<file path="src/rtl/mp_uart_pkg.sv">
`timescale 1ns/1ps
package mp_uart_pkg;
  typedef enum logic [2:0] {
    RX_IDLE,
    RX_START,
    RX_BITS,
    RX_STOP,
    RX_BREAK
  } rx_state_e;
endpackage

</file>
<file path="src/rtl/mp_uart_tick.sv">
`timescale 1ns/1ps
module mp_uart_tick #(
  parameter int DIV_W = 16
) (
  input  logic             clk_i,
  input  logic             rst_ni,
  input  logic [DIV_W-1:0] div_i,
  output logic             tick_o
);
  logic [DIV_W-1:0] cnt_q;

  // >= so a lowered divisor never waits for a full wrap
  assign tick_o = (cnt_q >= div_i);

  always_ff @(posedge clk_i or negedge rst_ni) begin
    if (!rst_ni)     cnt_q <= '0;
    else if (tick_o) cnt_q <= '0;
    else             cnt_q <= cnt_q + 1'b1;
  end
endmodule

</file>
<file path="src/rtl/mp_uart_deser.sv">
`timescale 1ns/1ps
module mp_uart_deser
  import mp_uart_pkg::*;
#(
  parameter int DATA_W = 8,
  parameter int OVS    = 16
) (
  input  logic              clk_i,
  input  logic              rst_ni,
  input  logic              tick_i,
  input  logic              rx_i,
  output logic              frm_vld_o,
  output logic              frm_ok_o,
  output logic [DATA_W-1:0] frm_data_o,
  output logic              frm_flag_o
);
  localparam int FRM_BITS = DATA_W + 1;
  localparam int CNT_W    = $clog2(OVS);
  localparam int IDX_W    = $clog2(FRM_BITS + 1);
  localparam logic [CNT_W-1:0] MID  = CNT_W'(OVS/2 - 1);
  localparam logic [CNT_W-1:0] LAST = CNT_W'(OVS - 1);
  localparam logic [IDX_W-1:0] IDX_END = IDX_W'(FRM_BITS - 1);

  logic [1:0]          sync_q;
  logic                rx_s;
  rx_state_e           state_q;
  logic [CNT_W-1:0]    cnt_q;
  logic [IDX_W-1:0]    idx_q;
  logic [FRM_BITS-1:0] shr_q;

  assign rx_s = sync_q[1];
  assign frm_data_o = shr_q[DATA_W-1:0];
  assign frm_flag_o = shr_q[FRM_BITS-1];

  always_ff @(posedge clk_i or negedge rst_ni) begin
    if (!rst_ni) sync_q <= 2'b11;
    else         sync_q <= {sync_q[0], rx_i};
  end

  always_ff @(posedge clk_i or negedge rst_ni) begin
    if (!rst_ni) begin
      state_q   <= RX_IDLE;
      cnt_q     <= '0;
      idx_q     <= '0;
      shr_q     <= '0;
      frm_vld_o <= 1'b0;
      frm_ok_o  <= 1'b0;
    end else begin
      frm_vld_o <= 1'b0;
      unique case (state_q)
        RX_IDLE: begin
          if (tick_i && !rx_s) begin
            state_q <= RX_START;
            cnt_q   <= '0;
          end
        end
        RX_START: begin
          if (tick_i) begin
            if (cnt_q == MID) begin
              cnt_q   <= '0;
              idx_q   <= '0;
              state_q <= rx_s ? RX_IDLE : RX_BITS;
            end else begin
              cnt_q <= cnt_q + 1'b1;
            end
          end
        end
        RX_BITS: begin
          if (tick_i) begin
            if (cnt_q == LAST) begin
              cnt_q <= '0;
              shr_q <= {rx_s, shr_q[FRM_BITS-1:1]};
              idx_q <= idx_q + 1'b1;
              if (idx_q == IDX_END) state_q <= RX_STOP;
            end else begin
              cnt_q <= cnt_q + 1'b1;
            end
          end
        end
        RX_STOP: begin
          if (tick_i) begin
            if (cnt_q == LAST) begin
              cnt_q     <= '0;
              frm_vld_o <= 1'b1;
              frm_ok_o  <= rx_s;
              state_q   <= rx_s ? RX_IDLE : RX_BREAK;
            end else begin
              cnt_q <= cnt_q + 1'b1;
            end
          end
        end
        RX_BREAK: begin
          if (rx_s) state_q <= RX_IDLE;
        end
        default: state_q <= RX_IDLE;
      endcase
    end
  end
endmodule

</file>
<file path="src/rtl/mp_uart_addr_match.sv">
`timescale 1ns/1ps
module mp_uart_addr_match #(
  parameter int DATA_W = 8
) (
  input  logic [DATA_W-1:0] data_i,
  input  logic [DATA_W-1:0] addr_i,
  input  logic [DATA_W-1:0] mask_i,
  output logic              hit_o
);
  logic [DATA_W-1:0] dir_ok;
  logic [DATA_W-1:0] bc_ok;

  for (genvar i = 0; i < DATA_W; i++) begin : g_bit
    assign dir_ok[i] = !mask_i[i] || (data_i[i] == addr_i[i]);
    // broadcast pattern bit = addr|mask; zeros are don't-care
    assign bc_ok[i]  = !(addr_i[i] || mask_i[i]) || data_i[i];
  end

  assign hit_o = (&dir_ok) || (&bc_ok);
endmodule

</file>
<file path="src/rtl/mp_uart_rx.sv">
`timescale 1ns/1ps
module mp_uart_rx #(
  parameter int DATA_W = 8,
  parameter int OVS    = 16,
  parameter int DIV_W  = 16
) (
  input  logic              clk_i,
  input  logic              rst_ni,
  input  logic              rx_i,
  input  logic [DIV_W-1:0]  baud_div_i,
  input  logic              filt_en_i,
  input  logic [DATA_W-1:0] addr_i,
  input  logic [DATA_W-1:0] mask_i,
  input  logic              irq_clr_i,
  output logic [DATA_W-1:0] data_o,
  output logic              flag_o,
  output logic              irq_o
);
  logic              tick;
  logic              frm_vld;
  logic              frm_ok;
  logic [DATA_W-1:0] frm_data;
  logic              frm_flag;
  logic              addr_hit;
  logic              frm_accept;

  mp_uart_tick #(.DIV_W(DIV_W)) u_tick (
    .clk_i  (clk_i),
    .rst_ni (rst_ni),
    .div_i  (baud_div_i),
    .tick_o (tick)
  );

  mp_uart_deser #(.DATA_W(DATA_W), .OVS(OVS)) u_deser (
    .clk_i      (clk_i),
    .rst_ni     (rst_ni),
    .tick_i     (tick),
    .rx_i       (rx_i),
    .frm_vld_o  (frm_vld),
    .frm_ok_o   (frm_ok),
    .frm_data_o (frm_data),
    .frm_flag_o (frm_flag)
  );

  mp_uart_addr_match #(.DATA_W(DATA_W)) u_match (
    .data_i (frm_data),
    .addr_i (addr_i),
    .mask_i (mask_i),
    .hit_o  (addr_hit)
  );

  assign frm_accept = frm_vld && frm_ok && (!filt_en_i || (frm_flag && addr_hit));

  always_ff @(posedge clk_i or negedge rst_ni) begin
    if (!rst_ni) begin
      data_o <= '0;
      flag_o <= 1'b0;
    end else if (frm_accept) begin
      data_o <= frm_data;
      flag_o <= frm_flag;
    end
  end

  // set wins over clear
  always_ff @(posedge clk_i or negedge rst_ni) begin
    if (!rst_ni)         irq_o <= 1'b0;
    else if (frm_accept) irq_o <= 1'b1;
    else if (irq_clr_i)  irq_o <= 1'b0;
  end
endmodule

</file>
<file path="config.mk">
export PLATFORM = sky130hd
export DESIGN_NAME = mp_uart_rx
export DESIGN_NICKNAME = d
export VERILOG_FILES = /design/src/rtl/mp_uart_pkg.sv /design/src/rtl/mp_uart_tick.sv /design/src/rtl/mp_uart_deser.sv /design/src/rtl/mp_uart_addr_match.sv /design/src/rtl/mp_uart_rx.sv
export SDC_FILE = /design/constraint.sdc
export NUM_CORES = 1
export LEC_CHECK = 0
export ABC_AREA = 0
export BUFFER_PORTS_ARGS = -buffer_cell sky130_fd_sc_hd__buf_2
export CELL_PAD_IN_SITES_DETAIL_PLACEMENT = 2
export CELL_PAD_IN_SITES_GLOBAL_PLACEMENT = 2
export CORE_AREA = 2 2 103 105
export CTS_BUF_LIST = sky130_fd_sc_hd__clkbuf_8 sky130_fd_sc_hd__clkbuf_16
export DETAILED_ROUTE_END_ITERATION = 7
export DIE_AREA = 0 0 105 107
export PLACE_DENSITY_LB_ADDON = 0.1
export SYNTH_ARGS = -nofsm -noshare
export SYNTH_HDL_FRONTEND = slang
export SYNTH_SLANG_ARGS = --single-unit
</file>
<file path="constraint.sdc">
create_clock -name clk_i -period 2.55 [get_ports clk_i]
set_clock_uncertainty 0.15 [all_clocks]
set_input_delay 0.51 -clock clk_i [delete_from_list [all_inputs] [get_ports clk_i]]
set_output_delay 0.51 -clock clk_i [all_outputs]
set_load 0.01 [all_outputs]
</file>
Yosys cells after proc, flatten, opt, wreduce, memory -nomap -nowiden

Index checks and enable logic that the tools add are counted.

Output and inout port bits: 10
Register bits after elaboration: 50
Logic and storage cells: 129

Reductions and logical operators: 60
Add/sub/neg operators: 3
Order comparisons: 1
Multiplexer cells: 29
Eq/ne operators: 25

Operator list:

| kind                                                             | number |
|---|---|
| 4-bit 2-to-1 mux                                                 | 9 |
| 3-bit 2-to-1 mux                                                 | 10 |
| 1-bit logical OR                                                 | 26 |
| 2-bit by 1-bit != test with 1-bit output (second input constant) | 10 |
| 1-bit zero test                                                  | 18 |
| 16-bit by 1-bit adder with 16-bit output (second input constant) | 1 |
| 16-bit greater-or-equal comparator                               | 1 |
| 16-bit 2-to-1 mux                                                | 1 |
| 8-bit AND reduction                                              | 2 |
| 3-bit case mux with 5 select lines                               | 1 |
| 4-bit case mux with 3 select lines                               | 1 |
| 9-bit AND reduction                                              | 1 |
| 4-bit by 1-bit adder with 4-bit output (second input constant)   | 2 |
| 1-bit == test                                                    | 8 |
| 4-bit == test (second input constant)                            | 2 |
| 4-bit case mux with 2 select lines                               | 1 |
| 3-bit by 2-bit == test with 1-bit output (second input constant) | 2 |
| 3-bit AND reduction                                              | 2 |
| 1-bit 2-to-1 mux                                                 | 5 |
| 5-bit AND reduction                                              | 1 |
| 4-bit by 3-bit == test with 1-bit output (second input constant) | 1 |
| 1-bit logical AND                                                | 4 |
| 4-bit AND reduction                                              | 1 |
| 2-bit nonzero test                                               | 2 |
| other kinds (6)                                                  | 6 |

Longest topological paths before layout

Gate-level depths: netlist of the first run.

Depth after elaboration: 9
Mapped depth: 10
Gate-level depth less buffers: 7

Modules after synthesis

From an unflattened synthesis of the first run, not the netlist that was laid out.

Cells, all modules: 287
Area total of the unflattened synthesis: 3,066.7 µm²

By module, submodules not included:

| module             | cells an instance | times used | area an instance (µm²) | sequential area each (µm²) |
|---|---|---|---|---|
| mp_uart_tick       | 130               | 1          | 1,260.0                | 400.4 |
| mp_uart_deser      | 107               | 1          | 1,231.2                | 603.1 |
| mp_uart_rx         | 24                | 1          | 390.4                  | 250.2 |
| mp_uart_addr_match | 26                | 1          | 185.2                  | 0.0 |

Least setup slack after synthesis of the first run

Ideal clock, no wire load.

Path kind: input port to flip-flop
Start point: input port baud_div_i[0]
End point: register u_deser.idx_q[3]
Library setup time: 0.122 ns
Data required time: 2.278 ns
Slack: -0.016 ns
Arrival: 2.295 ns
Cell stages on the path: 9
Cell sequence: ha_1 -> nand2b_4 -> a2111o_1 -> a32o_1 -> buf_6 -> or2_1 -> buf_6 -> buf_6 -> a32o_1

Word-level cells in the longest chain between the ends: 3
Elaborated cells on any way between the ends: 4
Classes of those cells: 1 x order compare; 2 x eq/ne; 1 x reduce/logical

Ends and longest elaborated chain:

| what                                               | RTL line            | RTL |
|---|---|---|
| start: declaration                                 | mp_uart_rx.sv:10    | `input logic [DIV_W-1:0] baud_div_i,` |
| 16-bit greater-or-equal comparator *               | mp_uart_tick.sv:13  | `assign tick_o = (cnt_q >= div_i);` |
| 2-bit by 1-bit != test with 1-bit output (no line) | n/a                 |  |
| 5-bit AND reduction (no line) *                    | n/a                 |  |
| end signal: assignment                             | mp_uart_deser.sv:73 | `idx_q <= idx_q + 1'b1;` |
| end: declaration                                   | mp_uart_deser.sv:28 | `logic [IDX_W-1:0] idx_q;` |

Every way passes the cells marked *; elsewhere a longest branch is shown, timed or not.
A chain may end at the register's enable or synchronous reset.

Worst setup path after layout of the first run

Start point: register u_tick.cnt_q[0]
End point: register u_deser.cnt_q[2]

Word-level cells in the longest chain between the ends: 4
Elaborated cells on any way between the ends: 6
Classes of those cells: 1 x order compare; 3 x eq/ne; 2 x reduce/logical

Ends and longest elaborated chain:

| what                                               | RTL line            | RTL |
|---|---|---|
| start: declaration                                 | mp_uart_tick.sv:10  | `logic [DIV_W-1:0] cnt_q;` |
| start signal: assignment                           | mp_uart_tick.sv:18  | `else cnt_q <= cnt_q + 1'b1;` |
| 16-bit greater-or-equal comparator *               | mp_uart_tick.sv:13  |  |
| 1-bit logical AND                                  | mp_uart_deser.sv:52 | `if (tick_i && !rx_s) begin` |
| 2-bit by 1-bit != test with 1-bit output (no line) | n/a                 |  |
| 4-bit AND reduction (no line) *                    | n/a                 |  |
| end signal: assignment                             | mp_uart_deser.sv:64 | `cnt_q <= cnt_q + 1'b1;` |
| end signal: assignment                             | mp_uart_deser.sv:76 | `cnt_q <= cnt_q + 1'b1;` |
| end signal: assignment                             | mp_uart_deser.sv:88 | `cnt_q <= cnt_q + 1'b1;` |
| end: declaration                                   | mp_uart_deser.sv:27 | `logic [CNT_W-1:0] cnt_q;` |

Marks and branches as above.

==> metrics, run 1 <==
synthesized area 3140 um2; FF+latch area between 1000 and 1500 um2; area of the die 11200 um2; layout cells sized above 1 24.3%; Final ANT Viol Nets 0; # clock sinks 50; Inserted Diodes 0; final WL roughly 8.8 mm; worst path cell trace inv_1 > ha_4 > nand2b_4 > a2111o_1 > a32o_1 > or2_4 > a221o_1; slowest cell on the critical path dfrtp_1; Post-synth EDFFs 0; fill count 1166; Worst-path clk slew roughly 0.090 ns; Mean Syn Cell Area approximately 9 um2; FP Rows 37; Die Wd ~110 um; vias per cell slightly above 5; clock share of power 28.1%; hold crit path type in -> reg; CTS tree built; Final Cycle Share 94.4%; Buffers & Inverters on Critical Path 1; Max-Cap Viols 0; final hold viol count 0; Crit path max-delay family compound AO/OA/AOI/OAI gates; Detailed Place HPWL 6.71 mm; GRT met3 Usage under 10%; normalized max-slew margin 55.2%; peak supply drop roughly 0.26 mV; Final Non-Filler Cells roughly 540; FFs w/ async S/R, synth 100%; Synthesized Nets ~400; total congestion overflow 0; Final Cell Area around 3800 um2; Cell Pwr Density 458 nW/um2; measured slew at the worst slew-check pin 0.671 ns; largest net degree at the start of global routing 21; CTS Buffer Depth 2; setup violators final 0; most frequent cell after synthesis dfrtp_1; multi-input logic area 1730 um2; Critical Path RT 2.59 ns; Post-synth top cells dfrtp_1, nor2_1, nand2_1, inv_1, ha_1; crit start category register; TritonCTS buffer count 5; switching share of power between 20 and 30%; initial DRC count between 40 and 50; largest fanout on the critical path 9; Core Area slightly above 10000 um2; dpl cells 530; # port buffers 46; leakage power 1.82 nW; num ports between 40 and 50; postcts setup bufs 0; met1 GRT Util between 20 and 25%; top cell type by total area after synthesis dfrtp_1; ranking of synthesized cells by area dfrtp_1, ha_1, xor2_1; synthesized flop and latch total 50; first-pass GRT wire length 15.7 mm; Critical Path Sink Type register; post-layout util 37.3%; main flop type after synthesis dfrtp_1; layout net count ~460; RSZ-0062 raised after global routing yes; sequential element share of the synthesized area between 30% and 40%; placer congestion estimate 0.766; Max Freq roughly 420 MHz; H-tree levels 2; Reg power frac 51.4%; final worst slack 0.143 ns; status completed; critical path arrival roughly 2.5 ns; Placement Setup Slack -0.265 ns; Area growth, synth to finish 19.8%; 1st-pass router iterations 4; vias in the first global route a little over 3000; Total GRT Usage 17.2%; Period minus WS final between 2 and 2.5 ns; top cell type's share of synthesized area around two fifths; Post-Synthesis Cells 342; Synthesis Warnings 0; Comb pwr share 20.5%; Worst path max stage delay between 0.3 and 0.4 ns; crit path kind reg -> reg; vias between 2000 and 3000; M2 GR Usage 29.9%; Root Driver clkbuf_8; Slew Limit Fails 0; P_sw about 490 uW; Routed WL per cell ~16 um; post-synthesis cell type count 47; internal power between 1 and 1.5 mW; initial antenna violation count 0; busiest layer in global routing met2; Initial Util a little under a third; Post-DP Area ~3600 um2; number of remaining DRC errors 0; Clk Latency, worst-skew pair around 0.30 ns; die height approximately 110 um
metal layers:
layer / wire length, um / vias to the layer above
li1: - / 1329
met1: 4200 / 1396
met2: 4400 / 18
met3: 148 / 5
met4: 70 / 0
met5: 0 / -
final timing paths:
path	start	endpoint	slack, ns	cells after the start
min in group asynchronous	rst_ni	u_tick.cnt_q[10]	0.53	2
setup / recovery	u_tick.cnt_q[0]	u_deser.cnt_q[2]	0.14	7
hold / removal	rx_i	u_deser.sync_q[0]	0.15	1
hold reg to reg	u_deser.sync_q[0]	u_deser.sync_q[1]	0.21	0
setup reg to reg	u_tick.cnt_q[0]	u_deser.cnt_q[2]	0.14	7
max in group asynchronous	rst_ni	u_deser.sync_q[0]	1.05	3
timing repair:
| item | in CTS | in global routing |
|---|---|---|
| setup endpoints to repair | 11 | 28 |
| hold endpoints to repair | 16 | 0 |
| gates resized for setup | 2 | 8 |
| pin swaps | 0 | 1 |
| hold buffers | 1 | 0 |
area by class of cell:
type | instances | share of cell area, %
multi-input combinational | 250 | 46.0
clock inverter | 2 | 0.233
tap | 136 | 4.52
timing repair buffer | 71 | 11.3
inverter | 24 | 2.40
clock buffer | 6 | 2.20
sequential | 50 | 33.4
cells by family after synthesis:
| family | Yosys count | synth area share, % |
|---|---|---|
| AND/OR/NAND/NOR | 121 | 19.5 |
| AO/OA/AOI/OAI | 75 | 16.2 |
| flip-flops | 50 | 39.9 |
| buffers and inverters | 42 | 6.06 |
| XOR/XNOR | 23 | 6.42 |
| adder cells (fa/ha/maj) | 20 | 7.97 |
| multiplexers | 11 | 3.95 |
power groups by stage:
stage	Sequential (mW)	Clock [mW]	Combinational, mW
2_1_floorplan	0.911	0	0.169
3_3_place_gp	0.903	0	0.337
3_5_place_dp	0.904	0	0.357
4_1_cts	0.888	0.521	0.362
5_1_grt	0.896	0.544	0.416
6_report	0.886	0.485	0.353
sequential cells by signal (all words and copies together), names as in the netlist:
register	cells
u_deser.sync_q	2
u_deser.frm_vld_o	1
u_deser.shr_q	9
u_tick.cnt_q	16
u_deser.state_q	3
u_deser.idx_q	4
flag_o	1
u_deser.frm_ok_o	1
u_deser.cnt_q	4
data_o	8
irq_o	1
stage by stage:
step                setup TNS, ns  hold WS, ns  power (mW)
detailed placement          -5.15        0.201        1.26
finish                          0        0.146        1.72
floorplan                       0       0.0644        1.08
CTS                             0        0.131        1.77
global placement            -4.34        0.199        1.24
global route             -0.00362        0.127        1.86
layout by cell type (no fill, tap or decap), types with 3 or more instances in the layout:
cell type  Yosys  routed
ha_1          20      19
buf_4          0      23
and2_1         3       3
clkbuf_8       0       6
nand2_1       27      27
nand2b_1       9       9
a22o_1         3       3
nor3b_1        4       4
and3_1         5       5
nor2_1        33      33
inv_1         24      25
xnor2_1        7       7
xor2_1        16      16
o21ai_0       18      16
o21bai_1       4       4
a21oi_1       15      15
a22oi_1        5       5
o211ai_1      10      10
buf_2          2      46
dfrtp_1       48      47
mux2_2        11      11
a32o_1         3       3
nand3_1       11      11
nand4_1       17      17
No activity file was read; power rests on OpenSTA's default activity.
==> inputs of run 2 (changes only) <==
--- a/config.mk
+++ b/config.mk
@@ -9,10 +9,11 @@
 export BUFFER_PORTS_ARGS = -buffer_cell sky130_fd_sc_hd__buf_2
 export CELL_PAD_IN_SITES_DETAIL_PLACEMENT = 2
 export CELL_PAD_IN_SITES_GLOBAL_PLACEMENT = 2
-export CORE_AREA = 2 2 103 105
+export CORE_AREA = 2 2 94 96
 export CTS_BUF_LIST = sky130_fd_sc_hd__clkbuf_8 sky130_fd_sc_hd__clkbuf_16
 export DETAILED_ROUTE_END_ITERATION = 7
-export DIE_AREA = 0 0 105 107
+export DIE_AREA = 0 0 96 98
+export GPL_ROUTABILITY_DRIVEN = 1
 export PLACE_DENSITY_LB_ADDON = 0.1
 export SYNTH_ARGS = -nofsm -noshare
 export SYNTH_HDL_FRONTEND = slang
==> constraint.sdc (replaced) <==
create_clock -name clk_i -period 3.1 [get_ports clk_i]
set_clock_uncertainty 0.15 [all_clocks]
set_input_delay 0.62 -clock clk_i [delete_from_list [all_inputs] [get_ports clk_i]]
set_output_delay 0.62 -clock clk_i [all_outputs]
set_load 0.01 [all_outputs]
==> metrics, run 2 (same netlist as run 1, synthesis figures left out) <==
fill count 992 (-15%); max reg flops 16 (unchanged); final hold slack 0.211 ns (+0.0647 ns); Detailed Place HPWL 6.29 mm (-6.2%); Core Area 8470 um2 (-16%); number of remaining DRC errors 0 (unchanged); Inserted Diodes 0 (unchanged); Placement Setup Slack 0.0264 ns (+0.291 ns); largest net degree at the start of global routing 51 (+140%); reg2reg start u_tick.cnt_q[9]; Critical Path Sink Type register; final worst slack 0.296 ns (+0.153 ns); dpl cells 483 (-8.9%); reg2reg setup slack 0.30 ns (+0.15 ns); die height 98 um (-8.4%); Root Driver clkbuf_8; vias in the first global route 2906 (-6.8%); total power 1.43 mW (-17%); Area growth, synth to finish 13.2%; initial antenna violation count 0 (unchanged); worst path cell trace ha_1 > nand4_1 > a211oi_1 > a32o_1 > o21a_1 > mux2_2; Routed WL per cell 17.0 um (+4.0%); Die Wd 96 um (-8.6%); critical path arrival 2.84 ns (+0.39 ns); first-pass GRT wire length 14.5 mm (-7.6%); RSZ-0062 raised after global routing no; largest fanout on the critical path 11 (+2); Max Freq 357 MHz (-14%); Critical Path RT 3.14 ns (+0.55 ns); layout net count 439 (-4.4%); Final Cycle Share 90.5% (-3.9 points); setup violators final 0 (unchanged); CTS tree built; # port buffers 46 (unchanged); final WL 8.35 mm (-5.2%); Largest regs u_tick.cnt_q: 16 flops, u_deser.shr_q: 9 flops, data_o: 8 flops; normalized max-slew margin 56.9% (+1.8 points); peak supply drop 0.212 mV (-18%); FF+latch area 1250 um2 (about the same); total congestion overflow 0 (unchanged); Initial Util 37.1% (+6.0 points); Final ANT Viol Nets 0 (unchanged); Final Non-Filler Cells 491 (-8.9%); post_cts resized 0 (-2); leakage power 1.72 nW (-5.5%); placer congestion estimate 0.759 (-0.87%); final hold viol count 0 (unchanged); worst r2r dst u_deser.shr_q[1]; worst setup path endpoint u_deser.shr_q[1]; Clk Latency, worst-skew pair 0.30 ns (about the same); FP Rows 34 (-8.1%); most frequent cells in the layout dfrtp_1, buf_2, nor2_1; crit path kind reg -> reg; Top reg by flops u_tick.cnt_q; Worst path max stage delay 0.48 ns (+0.09 ns); TritonCTS buffer count 5 (unchanged); area of the die 9410 um2 (-16%); # clock sinks 50 (unchanged); post-layout util 42.0% (+4.7 points); Worst R2R Path Depth 6 (-1); Total GRT Usage 19.2% (+1.9 points); slowest cell on the critical path o21a_1; layout cells sized above 1 18.8% (-5.5 points); hold crit path type reg -> reg; 1st-pass router iterations 4 (unchanged); crit start category register; multi-input logic area 1700 um2 (-2.0%); vias 2660 (-3.2%); postcts setup bufs 0 (unchanged); Max-Cap Viols 0 (unchanged); initial DRC count 76 (+62%); Cell Pwr Density 403 nW/um2 (-12%); vias per cell 5.42 (+6.3%); post-route setup TNS 0 ns (unchanged); Period minus WS final 2.80 ns (+0.397 ns); Final Cell Area 3550 um2 (-5.6%); commonest non-fill, non-tap cell in the layout dfrtp_1; num ports 47 (unchanged); status completed; CTS Buffer Depth 2 (unchanged); measured slew at the worst slew-check pin 0.646 ns (-0.0253 ns); Post-DP Area 3440 um2 (-5.2%); Slew Limit Fails 0 (unchanged); H-tree levels 2 (unchanged); Worst-path clk slew 0.09 ns (about the same); worst setup path start u_tick.cnt_q[9]; CTS Hold Buffers Added 0 (-1)
==> run 2: final cells by class <==
| class | count | area share (%) |
|---|---|---|
| Clock buffer | 5 | 1.94 |
| Clock inverter | 3 | 1.16 |
| Inverter | 24 | 2.54 |
| Multi-Input combinational cell | 250 | 47.7 |
| Sequential cell | 50 | 35.3 |
| Tap cell | 108 | 3.80 |
| Timing Repair Buffer | 51 | 7.54 |
==> run 2: critical path, delay by kind of cell, from the launching register on <==
family          cells  cell delay [ns]
flops               1             0.45
compound gates      3             1.22
simple gates        1             0.15
fa+ha+maj           1             0.32
mux                 1             0.40
==> run 2: worst min-delay path by stage <==
stage	startpoint	to	slack (ns)	depth (start not counted)
finish	u_deser.sync_q[0]	u_deser.sync_q[1]	0.21	0
global route	u_deser.sync_q[0]	u_deser.sync_q[1]	0.22	0
CTS	u_deser.sync_q[0]	u_deser.sync_q[1]	0.21	0
detailed placement	u_deser.sync_q[0]	u_deser.sync_q[1]	0.20	0
global placement	u_deser.sync_q[0]	u_deser.sync_q[1]	0.20	0
floorplan	rst_ni	data_o[0]	0.17	0
==> run 2: layer usage <==
layer,routed length (um),track usage (%)
met1,4140,27.5
met2,4020,30.8
met3,137,2.62
met4,52,3.74
met5,0,0
==> run 2: power breakdown <==
| group | total [mW] | switching [mW] | internal [mW] |
|---|---|---|---|
| clock | 0.456 | 0.218 | 0.238 |
| combinational | 0.220 | 0.121 | 0.0995 |
| sequential | 0.756 | 0.0624 | 0.694 |
